## config.mk

```make
export PLATFORM = sky130hd
export DESIGN_NAME = strres_net
export DESIGN_NICKNAME = d
export VERILOG_FILES = /design/src/rtl/strres_pkg.sv /design/src/rtl/strres_lead.sv /design/src/rtl/strres_rival.sv /design/src/rtl/strres_decide.sv /design/src/rtl/strres_net.sv
export SDC_FILE = /design/constraint.sdc
export NUM_CORES = 1
export LEC_CHECK = 0
export BUFFER_PORTS_ARGS = -buffer_cell sky130_fd_sc_hd__buf_4
export CAP_MARGIN = 0
export CORE_MARGIN = 5
export CORE_UTILIZATION = 56
export CTS_CLUSTER_SIZE = 8
export DETAILED_ROUTE_END_ITERATION = 10
export PLACE_DENSITY = 0.81
export SYNTH_ARGS = -nofsm -noshare
export SYNTH_HDL_FRONTEND = slang
export SYNTH_SLANG_ARGS = --single-unit
```

## constraint.sdc

```tcl
create_clock -name clk -period 14.8 [get_ports clk]
set_input_delay 0.74 -clock clk [delete_from_list [all_inputs] [get_ports clk]]
set_output_delay 0.74 -clock clk [all_outputs]
set_load 0.02 [all_outputs]
```

## src/rtl/strres_pkg.sv

```systemverilog
package strres_pkg;
  localparam int STR_W = 6;
  localparam int LVL_W = 3;

  typedef enum logic [LVL_W-1:0] {
    LV_LO   = 3'd0,
    LV_HI   = 3'd1,
    LV_RISE = 3'd2,
    LV_FALL = 3'd3,
    LV_UNK  = 3'd4
  } lvl_e;

  typedef logic [STR_W-1:0] str_t;

  // codes above 4 are read as unknown
  function automatic lvl_e lvl_norm(input logic [LVL_W-1:0] code);
    lvl_e r;
    case (code)
      3'd0:    r = LV_LO;
      3'd1:    r = LV_HI;
      3'd2:    r = LV_RISE;
      3'd3:    r = LV_FALL;
      default: r = LV_UNK;
    endcase
    return r;
  endfunction
endpackage

```

## src/rtl/strres_lead.sv

```systemverilog
module strres_lead
  import strres_pkg::*;
#(
  parameter int N_DRV = 4
) (
  input  logic [N_DRV-1:0][LVL_W-1:0] lvl,
  input  logic [N_DRV-1:0][STR_W-1:0] str,
  output str_t                        top_str,
  output lvl_e                        top_lvl
);
  // strict compare keeps the lowest index on a tie
  always_comb begin
    top_str = '0;
    top_lvl = LV_UNK;
    for (int i = 0; i < N_DRV; i++) begin
      if (str[i] > top_str) begin
        top_str = str[i];
        top_lvl = lvl_norm(lvl[i]);
      end
    end
  end
endmodule

```

## src/rtl/strres_rival.sv

```systemverilog
module strres_rival
  import strres_pkg::*;
#(
  parameter int N_DRV = 4
) (
  input  logic [N_DRV-1:0][LVL_W-1:0] lvl,
  input  logic [N_DRV-1:0][STR_W-1:0] str,
  input  lvl_e                        top_lvl,
  output str_t                        rival_str
);
  // strongest active driver that disagrees with the leader
  always_comb begin
    rival_str = '0;
    for (int i = 0; i < N_DRV; i++) begin
      if ((str[i] != '0) && (lvl_norm(lvl[i]) != top_lvl) &&
          (str[i] > rival_str))
        rival_str = str[i];
    end
  end
endmodule

```

## src/rtl/strres_decide.sv

```systemverilog
module strres_decide
  import strres_pkg::*;
(
  input  str_t top_str,
  input  lvl_e top_lvl,
  input  str_t rival_str,
  input  str_t margin,
  output lvl_e res_lvl,
  output str_t res_str,
  output logic res_z
);
  str_t gap;

  always_comb begin
    gap     = top_str - rival_str;
    res_z   = (top_str == '0);
    res_str = top_str;
    if (res_z)
      res_lvl = LV_UNK;
    else if (gap >= margin)
      res_lvl = top_lvl;
    else
      res_lvl = LV_UNK;
  end
endmodule

```

## src/rtl/strres_net.sv

```systemverilog
module strres_net
  import strres_pkg::*;
#(
  parameter int N_DRV = 4
) (
  input  logic                     clk,
  input  logic                     rst_n,
  input  logic                     in_valid,
  output logic                     in_ready,
  input  logic [N_DRV*LVL_W-1:0]   drv_level,
  input  logic [N_DRV*STR_W-1:0]   drv_str,
  input  logic [STR_W-1:0]         ovr_margin,
  output logic                     out_valid,
  input  logic                     out_ready,
  output logic [LVL_W-1:0]         net_level,
  output logic [STR_W-1:0]         net_str,
  output logic                     net_z
);
  logic [N_DRV-1:0][LVL_W-1:0] lvl_a;
  logic [N_DRV-1:0][STR_W-1:0] str_a;
  str_t top_str, rival_str, res_str;
  lvl_e top_lvl, res_lvl;
  logic res_z;
  logic take;

  assign lvl_a = drv_level;
  assign str_a = drv_str;

  strres_lead #(.N_DRV(N_DRV)) lead_i (
    .lvl(lvl_a), .str(str_a), .top_str(top_str), .top_lvl(top_lvl)
  );

  strres_rival #(.N_DRV(N_DRV)) rival_i (
    .lvl(lvl_a), .str(str_a), .top_lvl(top_lvl), .rival_str(rival_str)
  );

  strres_decide decide_i (
    .top_str(top_str), .top_lvl(top_lvl), .rival_str(rival_str),
    .margin(ovr_margin), .res_lvl(res_lvl), .res_str(res_str), .res_z(res_z)
  );

  assign in_ready = !out_valid || out_ready;
  assign take     = in_valid && in_ready;

  always_ff @(posedge clk) begin
    if (!rst_n) begin
      out_valid <= 1'b0;
      net_level <= LV_UNK;
      net_str   <= '0;
      net_z     <= 1'b1;
    end else if (take) begin
      out_valid <= 1'b1;
      net_level <= res_lvl;
      net_str   <= res_str;
      net_z     <= res_z;
    end else if (out_ready) begin
      out_valid <= 1'b0;
    end
  end
endmodule

```

==> metrics.md, run 1 <==
| Metric | Value |
|---|---|
| Sink Count | `11` |
| CTS tree | `yes` |
| Vias in the first global route | `~2.8k` |
| Ant diodes | `0` |
| Xor and xnor fraction of the mapped netlist area | `just under 5%` |
| Total core area | `about 0.005 mm²` |
| Setup_tns | `0 ns` |
| DR iter-0 viols | `383` |
| Worst hold path class | `flip-flop to flip-flop` |
| Crit path time final | `13.95 ns` |
| Initial core utilization | `~57%` |
| Post-synthesis mux area share | `8.915%` |
| Commonest non-fill, non-tap cells in the layout | `buf_4, inv_1, ha_1` |
| Largest family of logic cells by synthesized area | `compound AO/OA/AOI/OAI gates` |
| Synth Area in Simple Gates | `24.20%` |
| Ports | `58` |
| Part of the cycle the worst path needs | `94.28%` |
| Worst Hold Slack | `0.4730 ns` |
| Adder-Cell Fraction of Synth Area | `19.41%` |
| Asr flop ratio synth | `0%` |
| Fin. Hold Viols | `0` |
| Nets | `533` |
| DR WL/cell | `approximately 16 µm` |
| Slowest-stage cell, CP | `o41a_1` |
| Vias per cell | `6.082` |
| Fin area | `between 0.003 and 0.004 mm²` |
| Die Y | `a little over 80 µm` |
| CTS clk-pin slew, worst paths | `0.05 ns` |
| Syn_nets | `473` |
| Total routed wirelength | `between 8000 and 9000 µm` |
| H-tree depth | `1` |
| # rows | `26` |
| Routed Antenna Nets | `0` |
| CP dominant cell by count | `ha_1` |
| Slew headroom | `40.90%` |
| Placed Area | `0.003338 mm²` |
| Final Power | `between 0.0004 and 0.0005 W` |
| Final setup violation count | `0` |
| Area growth syn-to-layout | `20.90%` |
| Critical Path Source Type | `input port` |
| Post-route insts no fill | `514` |
| Dpl cells | `506` |
| Via count | `about 3.1k` |
| Fmax | `a little over 70 MHz` |
| First-pass GRT wire length | `13430 µm` |
| Grt total ovfl | `0` |
| Avg Cell Area, Syn | `about 7.4 µm²` |
| Total CTS buffers | `3` |
| Critical path's largest stage delay | `0.48 ns` |
| CP arrival | `around 14 ns` |
| Flops & latches, synth | `11` |
| Slew Viols, Final | `0` |
| Die area | `0.006614 mm²` |
| Largest net degree at the start of global routing | `18` |
| Synth Instances | `385` |
| GR Util All Layers | `25.40%` |
| Synth cell types | `slightly above 60` |
| Initial antenna violation count | `0` |
| Share of cells above drive strength 1 | `a little over a fifth` |
| Max Cap Viol | `0` |
| Deepest clock path buffer count | `2` |
| CP Data Required Time | `14.93 ns` |
| Complex-gate fraction of the synthesized area | `between 20% and 30%` |
| CP bufs+invs | `4` |
| Leakage | `1.703 nW` |
| Primary FF master, synth | `dfxtp_1` |
| Worst IR Drop VDD | `between 150 and 200 µV` |
| Delay-heaviest family, CP | `compound AO/OA/AOI/OAI gates` |
| Worst setup EP type | `flip-flop` |
| Synth Cell Area | `roughly 0.0028 mm²` |
| Pwr Density | `141.9 mW/mm²` |
| Drt pass-1 iters | `5` |
| Worst Skew | `0.002358 ns` |
| Worst skew pair latency | `~0.24 ns` |
| DRC viols | `0` |
| Port Buf Inserts | `57` |
| Commonest non-fill, non-tap cell in the layout | `buf_4` |
| CP Class | `input port to flip-flop` |
| Cts hold-fix bufs | `0` |
| Die W | `81.33 µm` |
| Clock root buffer | `clkbuf_8` |
| CP Max Fanout | `14` |
| Routability cong. | `0.9987` |
| Status | `completed` |
| Hpwl dp | `6911 µm` |
| Worst slew pin tran | `0.8750 ns` |
| Register area share after synthesis | `7.729%` |
| Post-synth EDFFs | `0` |
| YS warnings | `0` |
==> metrics by stage <==
step                      utilization (%)  worst slack [ns]
after floorplan                         -             1.350
after global placement              66.63            0.6143
after detailed placement            66.63            0.3274
after CTS                           67.53            0.4856
after global routing                68.76          -0.02861
final                               68.76            0.8473
==> power breakdown <==
| group | leakage [nW] | switching (W) | internal [W] |
|---|---|---|---|
| Sequential | 0.0909 | 0.00000312 | 0.0000352 |
| Clock | 0.0228 | 0.0000111 | 0.0000189 |
| Combinational | 1.59 | 0.000228 | 0.000192 |
| Total | 1.70 | 0.000243 | 0.000246 |
==> final timing paths <==
| kind | end | from | depth (start not counted) | slack, ns |
|---|---|---|---|---|
| worst max register to register | net_str[3]$_SDFFE_PN0P_ | out_valid$_SDFFE_PN0P_ | 4 | 13.60 |
| worst min register to register | net_z$_SDFFE_PN1P_ | net_z$_SDFFE_PN1P_ | 1 | 0.47 |
| worst min-delay path | net_z$_SDFFE_PN1P_ | net_z$_SDFFE_PN1P_ | 1 | 0.47 |
| worst max-delay path | net_level[0]$_SDFFE_PN0P_ | drv_str[5] | 70 | 0.85 |
==> cells in the mapped netlist, types with 2 or more instances <==
| library cell | n | area share, % |
|---|---|---|
| a211o_1 | 2 | 0.61 |
| a211oi_1 | 4 | 1.1 |
| a21o_1 | 9 | 2.4 |
| a21oi_1 | 28 | 4.9 |
| a221o_1 | 2 | 0.70 |
| a221oi_1 | 2 | 0.61 |
| a31oi_1 | 6 | 1.3 |
| a31oi_4 | 2 | 1.5 |
| and2_1 | 6 | 1.3 |
| and3_1 | 6 | 1.3 |
| clkbuf_1 | 6 | 0.79 |
| dfxtp_1 | 11 | 7.7 |
| ha_1 | 41 | 18 |
| inv_1 | 42 | 5.5 |
| maj3_1 | 2 | 0.70 |
| mux2_2 | 10 | 4.0 |
| mux2i_1 | 10 | 3.5 |
| mux2i_2 | 3 | 1.4 |
| nand2_1 | 30 | 4.0 |
| nand2b_1 | 12 | 2.6 |
| nand3_1 | 8 | 1.4 |
| nand4_1 | 6 | 1.3 |
| nor2_1 | 31 | 4.1 |
| nor2b_1 | 9 | 2.0 |
| nor3_1 | 5 | 0.88 |
| nor4_1 | 6 | 1.3 |
| o211a_1 | 6 | 2.1 |
| o211ai_1 | 2 | 0.53 |
| o21a_1 | 8 | 2.1 |
| o21ai_0 | 15 | 2.6 |
| o21ai_1 | 7 | 1.2 |
| o22ai_1 | 4 | 0.88 |
| o31ai_1 | 2 | 0.53 |
| or4_1 | 2 | 0.53 |
| xnor2_1 | 7 | 2.2 |
| xor2_1 | 7 | 2.2 |
==> layer usage <==
| layer | vias up | GRT usage (%) | wire length (µm) |
|---|---|---|---|
| met4 | 0 | 2.027 | 86 |
| li1 | 1534 | - | - |
| met5 | - | 0 | 0 |
| met1 | 1434 | 36.68 | 3579 |
| met2 | 144 | 41.86 | 3970 |
| met3 | 14 | 2.882 | 687 |
==> cells by family after synthesis <==
group / count (synthesis)
fa+ha+maj: 44
simple gates: 130
mux: 23
compound gates: 113
flops: 11
xor+xnor: 15
buf+inv: 49
==> layout make-up <==
type / instances / area (µm²)
Multi-Input combinational cell: 325 / 2469
Fill cell: 477 / 1565
Timing Repair Buffer: 62 / 465.4
Sequential cell: 11 / 220.2
Inverter: 42 / 157.7
Tap cell: 70 / 87.58
Clock buffer: 4 / 45.04
==> what timing repair did <==
item                                    4_1_cts  5_1_grt
endpoints found under the setup margin        0        3
gates resized for setup                       0        7
buffers inserted                              0        4
==> state kept, by name (all words and copies together), names as in the netlist <==
register,cells
out_valid,1
net_level,3
net_str,6
net_z,1
Note: power is estimated with default switching activity, not from simulation.
==> run 2, diff against run 1 <==
CORE_UTILIZATION = 55   (was 56)
MAX_ROUTING_LAYER = met4   (was unset)
PLACE_DENSITY = 0.8   (was 0.81)
==> run 2 against run 1 <==
Against the previous run:
- design area is 0.33% higher
- largest cell class unchanged
- highest routed layer unchanged
- via count is 0.61% lower
- critical endpoint unchanged
- die area is 1.6% higher
==> metrics.md, run 2 (synthesized netlist as in run 1, its figures left out) <==
| Metric | Value |
|---|---|
| Setup crit start | `drv_str[5]` |
| Initial antenna violation count | `0 (unchanged)` |
| RSZ-0062 raised after global routing | `false` |
| Post-route insts no fill | `515 (+0.19%)` |
| Max Cap Viol | `0 (unchanged)` |
| Setup_tns | `0 ns (unchanged)` |
| Pwr Density | `141.1 mW/mm² (-0.58%)` |
| Delay-heaviest family, CP | `compound AO/OA/AOI/OAI gates` |
| CP Class | `input port to flip-flop` |
| Vias per cell | `6.033 (-0.80%)` |
| DR WL/cell | `16.42 µm (+1.4%)` |
| CP arrival | `13.85 ns (-0.23 ns)` |
| Drt pass-1 iters | `5 (unchanged)` |
| Commonest non-fill, non-tap cell in the layout | `buf_4` |
| Grt total ovfl | `0 (unchanged)` |
| H-tree depth | `1 (unchanged)` |
| Worst skew pair latency | `0.25 ns (about the same)` |
| Regs by FF count | `net_str: 6 flops, net_level: 3 flops` |
| Net Switching | `0.0002412 W (-0.57%)` |
| Part of the cycle the worst path needs | `92.64% (-1.6 points)` |
| DR iter-0 viols | `181 (-53%)` |
| Routability cong. | `1.021 (+2.2%)` |
| Int Power | `0.0002464 W (about the same)` |
| Clock root buffer | `clkbuf_8` |
| GR Util All Layers | `26.12% (+0.72 points)` |
| Core Util, Final | `68.10% (-0.66 points)` |
| Largest register FFs | `6 (unchanged)` |
| Flop pwr share | `7.8% (about the same)` |
| Port Buf Inserts | `57 (unchanged)` |
| Nets | `534 (+0.19%)` |
| Die Y | `81.97 µm (+0.79%)` |
| Crit path time final | `13.71 ns (-0.2423 ns)` |
| First-pass GRT wire length | `13680 µm (+1.8%)` |
| Hold Crit Start | `net_z$_SDFFE_PN1P_` |
| Status | `completed` |
| Switching share of total power | `49.47% (-0.15 points)` |
| Hpwl dp | `6932 µm (+0.31%)` |
| Slew headroom | `40.73% (-0.17 points)` |
| CP dominant cell by count | `ha_1` |
| CP Max Fanout | `14 (unchanged)` |
| Worst hold path class | `flip-flop to flip-flop` |
| DRC viols | `0 (unchanged)` |
| Ant diodes | `0 (unchanged)` |
| Filler Cells Inserted | `468 (-1.9%)` |
| Slew Viols, Final | `0 (unchanged)` |
| Fmax | `72.94 MHz (+1.8%)` |
| CTS clk-pin slew, worst paths | `0.05 ns (about the same)` |
| Worst Hold Slack | `0.4745 ns (+0.001501 ns)` |
| Dpl cells | `506 (unchanged)` |
| CP bufs+invs | `4 (unchanged)` |
| Ports | `58 (unchanged)` |
| Final setup violation count | `0 (unchanged)` |
| Top reg by flops | `net_str` |
| Fin. Hold Viols | `0 (unchanged)` |
| Pre-CTS setup slack | `0.3801 ns (+0.05274 ns)` |
| Worst slew pin tran | `0.8775 ns (+0.002534 ns)` |
| CP Data Required Time | `14.94 ns (about the same)` |
| Total routed wirelength | `8456 µm (+1.6%)` |
| Slowest-stage cell, CP | `o41a_1` |
| Total CTS buffers | `3 (unchanged)` |
| Worst setup EP type | `flip-flop` |
| CTS tree | `yes` |
| Via count | `3107 (-0.61%)` |
| Critical Path Source Type | `input port` |
| Area growth syn-to-layout | `21.30%` |
| Worst R2R Start | `out_valid$_SDFFE_PN0P_` |
| Sink Count | `11 (unchanged)` |
| Leakage | `1.708 nW (+0.27%)` |
| Clock Power Share | `6.5% (+0.4 points)` |
| Final WS setup | `1.090 ns (+0.2423 ns)` |
| Commonest non-fill, non-tap cells in the layout | `buf_4, inv_1, ha_1` |
| Total core area | `0.005075 mm² (+1.3%)` |
| Vias in the first global route | `2941 (+4.4%)` |
| Initial core utilization | `56.14% (-0.73 points)` |
| Combinational power share | `85.7% (-0.3 points)` |
| Share of cells above drive strength 1 | `22.02% (+0.18 points)` |
| Die W | `81.97 µm (+0.79%)` |
| Routed Antenna Nets | `0 (unchanged)` |
| Worst IR Drop VDD | `157.1 µV (+2.5%)` |
| Largest net degree at the start of global routing | `18 (unchanged)` |
| Deepest clock path buffer count | `2 (unchanged)` |
| # rows | `26 (unchanged)` |
| Worst Skew | `0.0002224 ns (-0.002136 ns)` |
| Die area | `0.006719 mm² (+1.6%)` |
| Critical path's largest stage delay | `0.47 ns (about the same)` |
## run 2: changes by cell type in the layout (fill, tap and decap cells not counted)
| cell | previous run | this run |
|---|---|---|
| nor2b_2 | 1 | 0 |
| clkbuf_1 | 1 | 0 |
| a31oi_2 | 0 | 1 |
| clkinv_2 | 0 | 1 |
| nor2b_1 | 8 | 9 |
## run 2: timing repair
item | in CTS | in global routing
buffers inserted | 0 | 4
endpoints found under the setup margin | 0 | 3
hold buffers | 0 | 0
resized for setup | 0 | 6
hold endpoints to repair | 0 | 0
## run 2: power by group through the flow
stage / combinational [W] / sequential, W / clock (W)
after floorplan: 0.000311 / 0.0000450 / 0
after global placement: 0.000396 / 0.0000386 / 0
after detailed placement: 0.000404 / 0.0000387 / 0
after CTS: 0.000408 / 0.0000381 / 0.0000316
after global routing: 0.000476 / 0.0000389 / 0.0000330
final: 0.000418 / 0.0000382 / 0.0000318
## run 2: final cells by class
| cell class | count | area [µm²] | share of cell area [%] |
|---|---|---|---|
| Clock buffer | 3 | 41.29 | 1.195 |
| Sequential cell | 11 | 220.2 | 6.372 |
| Clock inverter | 1 | 5.005 | 0.1448 |
| Multi-Input combinational cell | 326 | 2479 | 71.72 |
| Timing Repair Buffer | 62 | 465.4 | 13.47 |
| Inverter | 42 | 157.7 | 4.562 |
| Tap cell | 70 | 87.58 | 2.534 |
## run 2: final timing paths
check	end	slack [ns]	depth (start not counted)
worst max-delay path	net_level[0]$_SDFFE_PN0P_	1.09	69
worst min-delay path	net_z$_SDFFE_PN1P_	0.47	1
worst min register to register	net_z$_SDFFE_PN1P_	0.47	1
worst max register to register	net_str[2]$_SDFFE_PN0P_	13.59	4
## run 2: metrics by stage
stage | area, µm² | power (W)
3_3_place_gp | 3338 | 0.0004350
5_1_grt | 3456 | 0.0005479
3_5_place_dp | 3338 | 0.0004428
6_report | 3456 | 0.0004876
4_1_cts | 3385 | 0.0004782
2_1_floorplan | 2849 | 0.0003556
## run 2: worst register-to-register path, delay by kind of cell, from the launching register on
family / cells / cell delay (ns)
DFF: 1 / 0.31
and+or+nand+nor: 3 / 0.67
AOI/OAI and AO/OA: 1 / 0.14
## run 2: routing by layer
layer  vias to the layer above  GRT usage [%]  share of wire, %
met2                       111          42.41                47
met4                         0          5.316               1.3
met1                      1454          34.36                45
met3                        18          3.947               7.2
li1                       1524              -                 -
met5                         -              -                 0
==> run 3, diff against run 2 <==
ABC_AREA = 1   (was unset)
PLACE_DENSITY = 0.81   (was 0.8)
==> run 3 against run 2 <==
Against the previous run:
- largest power group unchanged
- die area is 5.9% lower
- critical path depth is 3 higher
- design area is 8.1% lower
- clock skew is 0.0059 ns higher
- first-iteration DRC count is 40% lower
- synthesized cell count is 14% higher
- worst setup slack better by 2.4 ns
- highest routed layer unchanged
- via count is 4.7% lower
- wire length is 17% lower
- final cell count is 6.6% higher
- sequential share of layout area is 0.57 points higher
- combinational power is 36% higher
==> metrics.md, run 3 <==
| Metric | Value |
|---|---|
| Status | `completed` |
| Commonest non-fill, non-tap cells in the layout | `nand2_1, inv_1, buf_4` |
| Via count | `2962 (-4.7%)` |
| Ant diodes | `0 (unchanged)` |
| Critical Path Source Type | `input port` |
| Most common cell in the netlist | `nand2_1` |
| Vias per cell | `5.395 (-11%)` |
| Initial core utilization | `56.64% (+0.50 points)` |
| Setup crit start | `drv_str[11]` |
| Clock root buffer | `clkbuf_8` |
| Worst hold path class | `flip-flop to flip-flop` |
| Top reg by flops | `net_str` |
| Synth Cell Area | `0.002658 mm² (-6.7%)` |
| Routed Antenna Nets | `0 (unchanged)` |
| Max Cap Viol | `0 (unchanged)` |
| Total core area | `0.004692 mm² (-7.5%)` |
| CP arrival | `11.41 ns (-2.44 ns)` |
| Total CTS buffers | `3 (unchanged)` |
| Register area share after synthesis | `8.286% (+0.56 points)` |
| First-pass GRT wire length | `11630 µm (-15%)` |
| Final setup violation count | `0 (unchanged)` |
| # rows | `25 (-3.8%)` |
| Synth Instances | `437 (+14%)` |
| Crit path to | `net_level[0]$_SDFFE_PN0P_` |
| Die W | `79.51 µm (-3.0%)` |
| CP Class | `input port to flip-flop` |
| Largest net degree at the start of global routing | `17 (-1)` |
| Drt pass-1 iters | `5 (unchanged)` |
| CTS-repair resized insts | `0 (unchanged)` |
| DR WL/cell | `12.78 µm (-22%)` |
| Die Y | `79.51 µm (-3.0%)` |
| Met1 global-route usage | `26.17% (-8.2 points)` |
| Deepest clock path buffer count | `2 (unchanged)` |
| Routability cong. | `0.9894 (-3.1%)` |
| Final Power | `0.0006354 W (+30%)` |
| Fin. Hold Viols | `0 (unchanged)` |
| Pwr Density | `200.2 mW/mm² (+42%)` |
| Flops & latches, synth | `11 (unchanged)` |
| Total routed wirelength | `7018 µm (-17%)` |
| Largest register FFs | `6 (unchanged)` |
| Share of cells above drive strength 1 | `20.20% (-1.8 points)` |
| Slew headroom | `53.18% (+12 points)` |
| Slew Viols, Final | `0 (unchanged)` |
| Die area | `0.006322 mm² (-5.9%)` |
| Area growth syn-to-layout | `19.44%` |
| Top cell type's share of synthesized area | `19.30% (+1.3 points)` |
| DR iter-0 viols | `108 (-40%)` |
| Vias in the first global route | `2761 (-6.1%)` |
| Worst IR Drop VDD | `113.4 µV (-28%)` |
| Worst Skew | `0.006076 ns (+0.005854 ns)` |
| DRC viols | `0 (unchanged)` |
| Initial antenna violation count | `0 (unchanged)` |
| R2R Path End | `net_str[3]$_SDFFE_PN0P_` |
| CTS tree | `yes` |
| Placed Area | `0.003129 mm² (-6.3%)` |
| Critical path's largest stage delay | `0.55 ns (+0.08 ns)` |
| RSZ-0062 raised after global routing | `false` |
| Slowest-stage cell, CP | `a211oi_1` |
| Ports | `58 (unchanged)` |
| Synth cell types | `40 (-35%)` |
| YS warnings | `0 (unchanged)` |
| Worst R2R Start | `out_valid$_SDFFE_PN0P_` |
| Avg Cell Area, Syn | `6.081 µm² (-18%)` |
| Syn_nets | `525 (+11%)` |
| Commonest non-fill, non-tap cell in the layout | `nand2_1` |
| Cell taking the most area after synthesis | `ha_1` |
| Met3 Use GR | `1.919% (-2.0 points)` |
| Grt total ovfl | `0 (unchanged)` |
| CP Max Fanout | `16 (+2)` |
| CP dominant cell by count | `nand2_1` |
| H-tree depth | `1 (unchanged)` |
| Fmax | `88.55 MHz (+21%)` |
| R2r worst-path depth | `7 (+3)` |
| Met2 Use GR | `41.07% (-1.3 points)` |
| Worst setup EP type | `flip-flop` |
| R2r setup slk | `13.38 ns (-0.21 ns)` |
| Cts hold-fix bufs | `0 (unchanged)` |
| Hpwl dp | `6150 µm (-11%)` |
| Asr flop ratio synth | `0% (unchanged)` |
| Post-synth top cells | `nand2_1, inv_1, nand3_1, ha_1, o21ai_0` |
| Leakage | `1.845 nW (+8.1%)` |
| Regs by FF count | `net_str: 6 flops, net_level: 3 flops` |
| CTS clk-pin slew, worst paths | `0.04 ns (about the same)` |
| Nets | `584 (+9.4%)` |
| Sink Count | `11 (unchanged)` |
| Port Buf Inserts | `57 (unchanged)` |
| Worst slew pin tran | `0.6949 ns (-0.1826 ns)` |
| Setup_tns | `0 ns (unchanged)` |
| Crit path time final | `11.29 ns (-2.418 ns)` |
| GR Util All Layers | `22.77% (-3.3 points)` |
| Post-CTS setup buffer count | `0 (unchanged)` |
| CP Data Required Time | `14.92 ns (-0.02 ns)` |
| Primary FF master, synth | `dfxtp_1` |
| Fin area | `0.003174 mm² (-8.1%)` |
| Post-synth EDFFs | `0 (unchanged)` |
| GR peak layer | `met2` |
| Synth area leaders | `ha_1, nand2_1, inv_1, dfxtp_1, nand3_1` |
| Part of the cycle the worst path needs | `76.30% (-16 points)` |
| Worst skew pair latency | `0.24 ns (about the same)` |
[run 3: changes by cell type in the layout (fill, tap and decap cells not counted), moves of 11 or more]
cell | previous run | this run
nand2_2 | 1 | 14
nand2b_1 | 12 | 0
a21oi_1 | 27 | 16
o21ai_0 | 15 | 29
inv_1 | 42 | 79
nand2_1 | 29 | 107
nand3_1 | 8 | 42
[run 3: critical path, delay by kind of cell]
| kind | cells | cell delay, ns |
|---|---|---|
| AO/OA/AOI/OAI | 20 | 3.38 |
| buffers and inverters | 9 | 0.94 |
| multiplexers | 1 | 0.22 |
| AND/OR/NAND/NOR | 33 | 3.53 |
| adder cells (fa/ha/maj) | 8 | 2.40 |
| XOR/XNOR | 1 | 0.16 |
[run 3: through the flow]
stage          instances  utilization, %  setup slack, ns  hold slack (ns)
3_3_place_gp         545           66.69            3.776           0.4419
4_1_cts              549           67.65            3.515           0.4523
6_report             549           67.65            3.507           0.4481
2_1_floorplan        437               -            4.518           0.5311
3_5_place_dp         545           66.69            3.329           0.4422
5_1_grt              549           67.65            2.274           0.4780
[run 3: cell type report]
type	count	area (µm²)
inverter	82	307.8
timing repair buffer	57	427.9
multi-input combinational	341	2106
clock buffer	4	45.04
fill	453	1518
sequential	11	220.2
tap	54	67.56
[run 3: routing by layer]
| metal | vias up | wire length, µm |
|---|---|---|
| li1 | 1548 | - |
| met5 | - | 0 |
| met2 | 109 | 3370 |
| met3 | 19 | 433 |
| met4 | 0 | 186 |
| met1 | 1286 | 3028 |
[run 3: cell families after synthesis]
kind of cell | Yosys count | share of synthesized area [%]
xor gates and xnor gates | 4 | 1.319
buffers and inverters | 85 | 12.48
AOI/OAI and AO/OA | 78 | 17.28
muxes | 2 | 0.7533
adders and majority gates | 42 | 20.06
and+or+nand+nor | 215 | 39.83
DFF | 11 | 8.286
[run 3: how the worst min path moves through the flow]
stage                             from                  to  slack (ns)  cells past startpoint
floorplan           net_z$_SDFFE_PN1P_  net_z$_SDFFE_PN1P_        0.53                      2
global placement    net_z$_SDFFE_PN1P_  net_z$_SDFFE_PN1P_        0.44                      2
detailed placement  net_z$_SDFFE_PN1P_  net_z$_SDFFE_PN1P_        0.44                      2
CTS                 net_z$_SDFFE_PN1P_  net_z$_SDFFE_PN1P_        0.45                      2
global route        net_z$_SDFFE_PN1P_  net_z$_SDFFE_PN1P_        0.48                      2
finish              net_z$_SDFFE_PN1P_  net_z$_SDFFE_PN1P_        0.45                      2
[run 3: report_power, final]
group          internal [W]  total [W]  switching, W
logic              0.000233   0.000567      0.000334
registers         0.0000358  0.0000389    0.00000311
clock network     0.0000189  0.0000297     0.0000108
total              0.000288   0.000635      0.000348
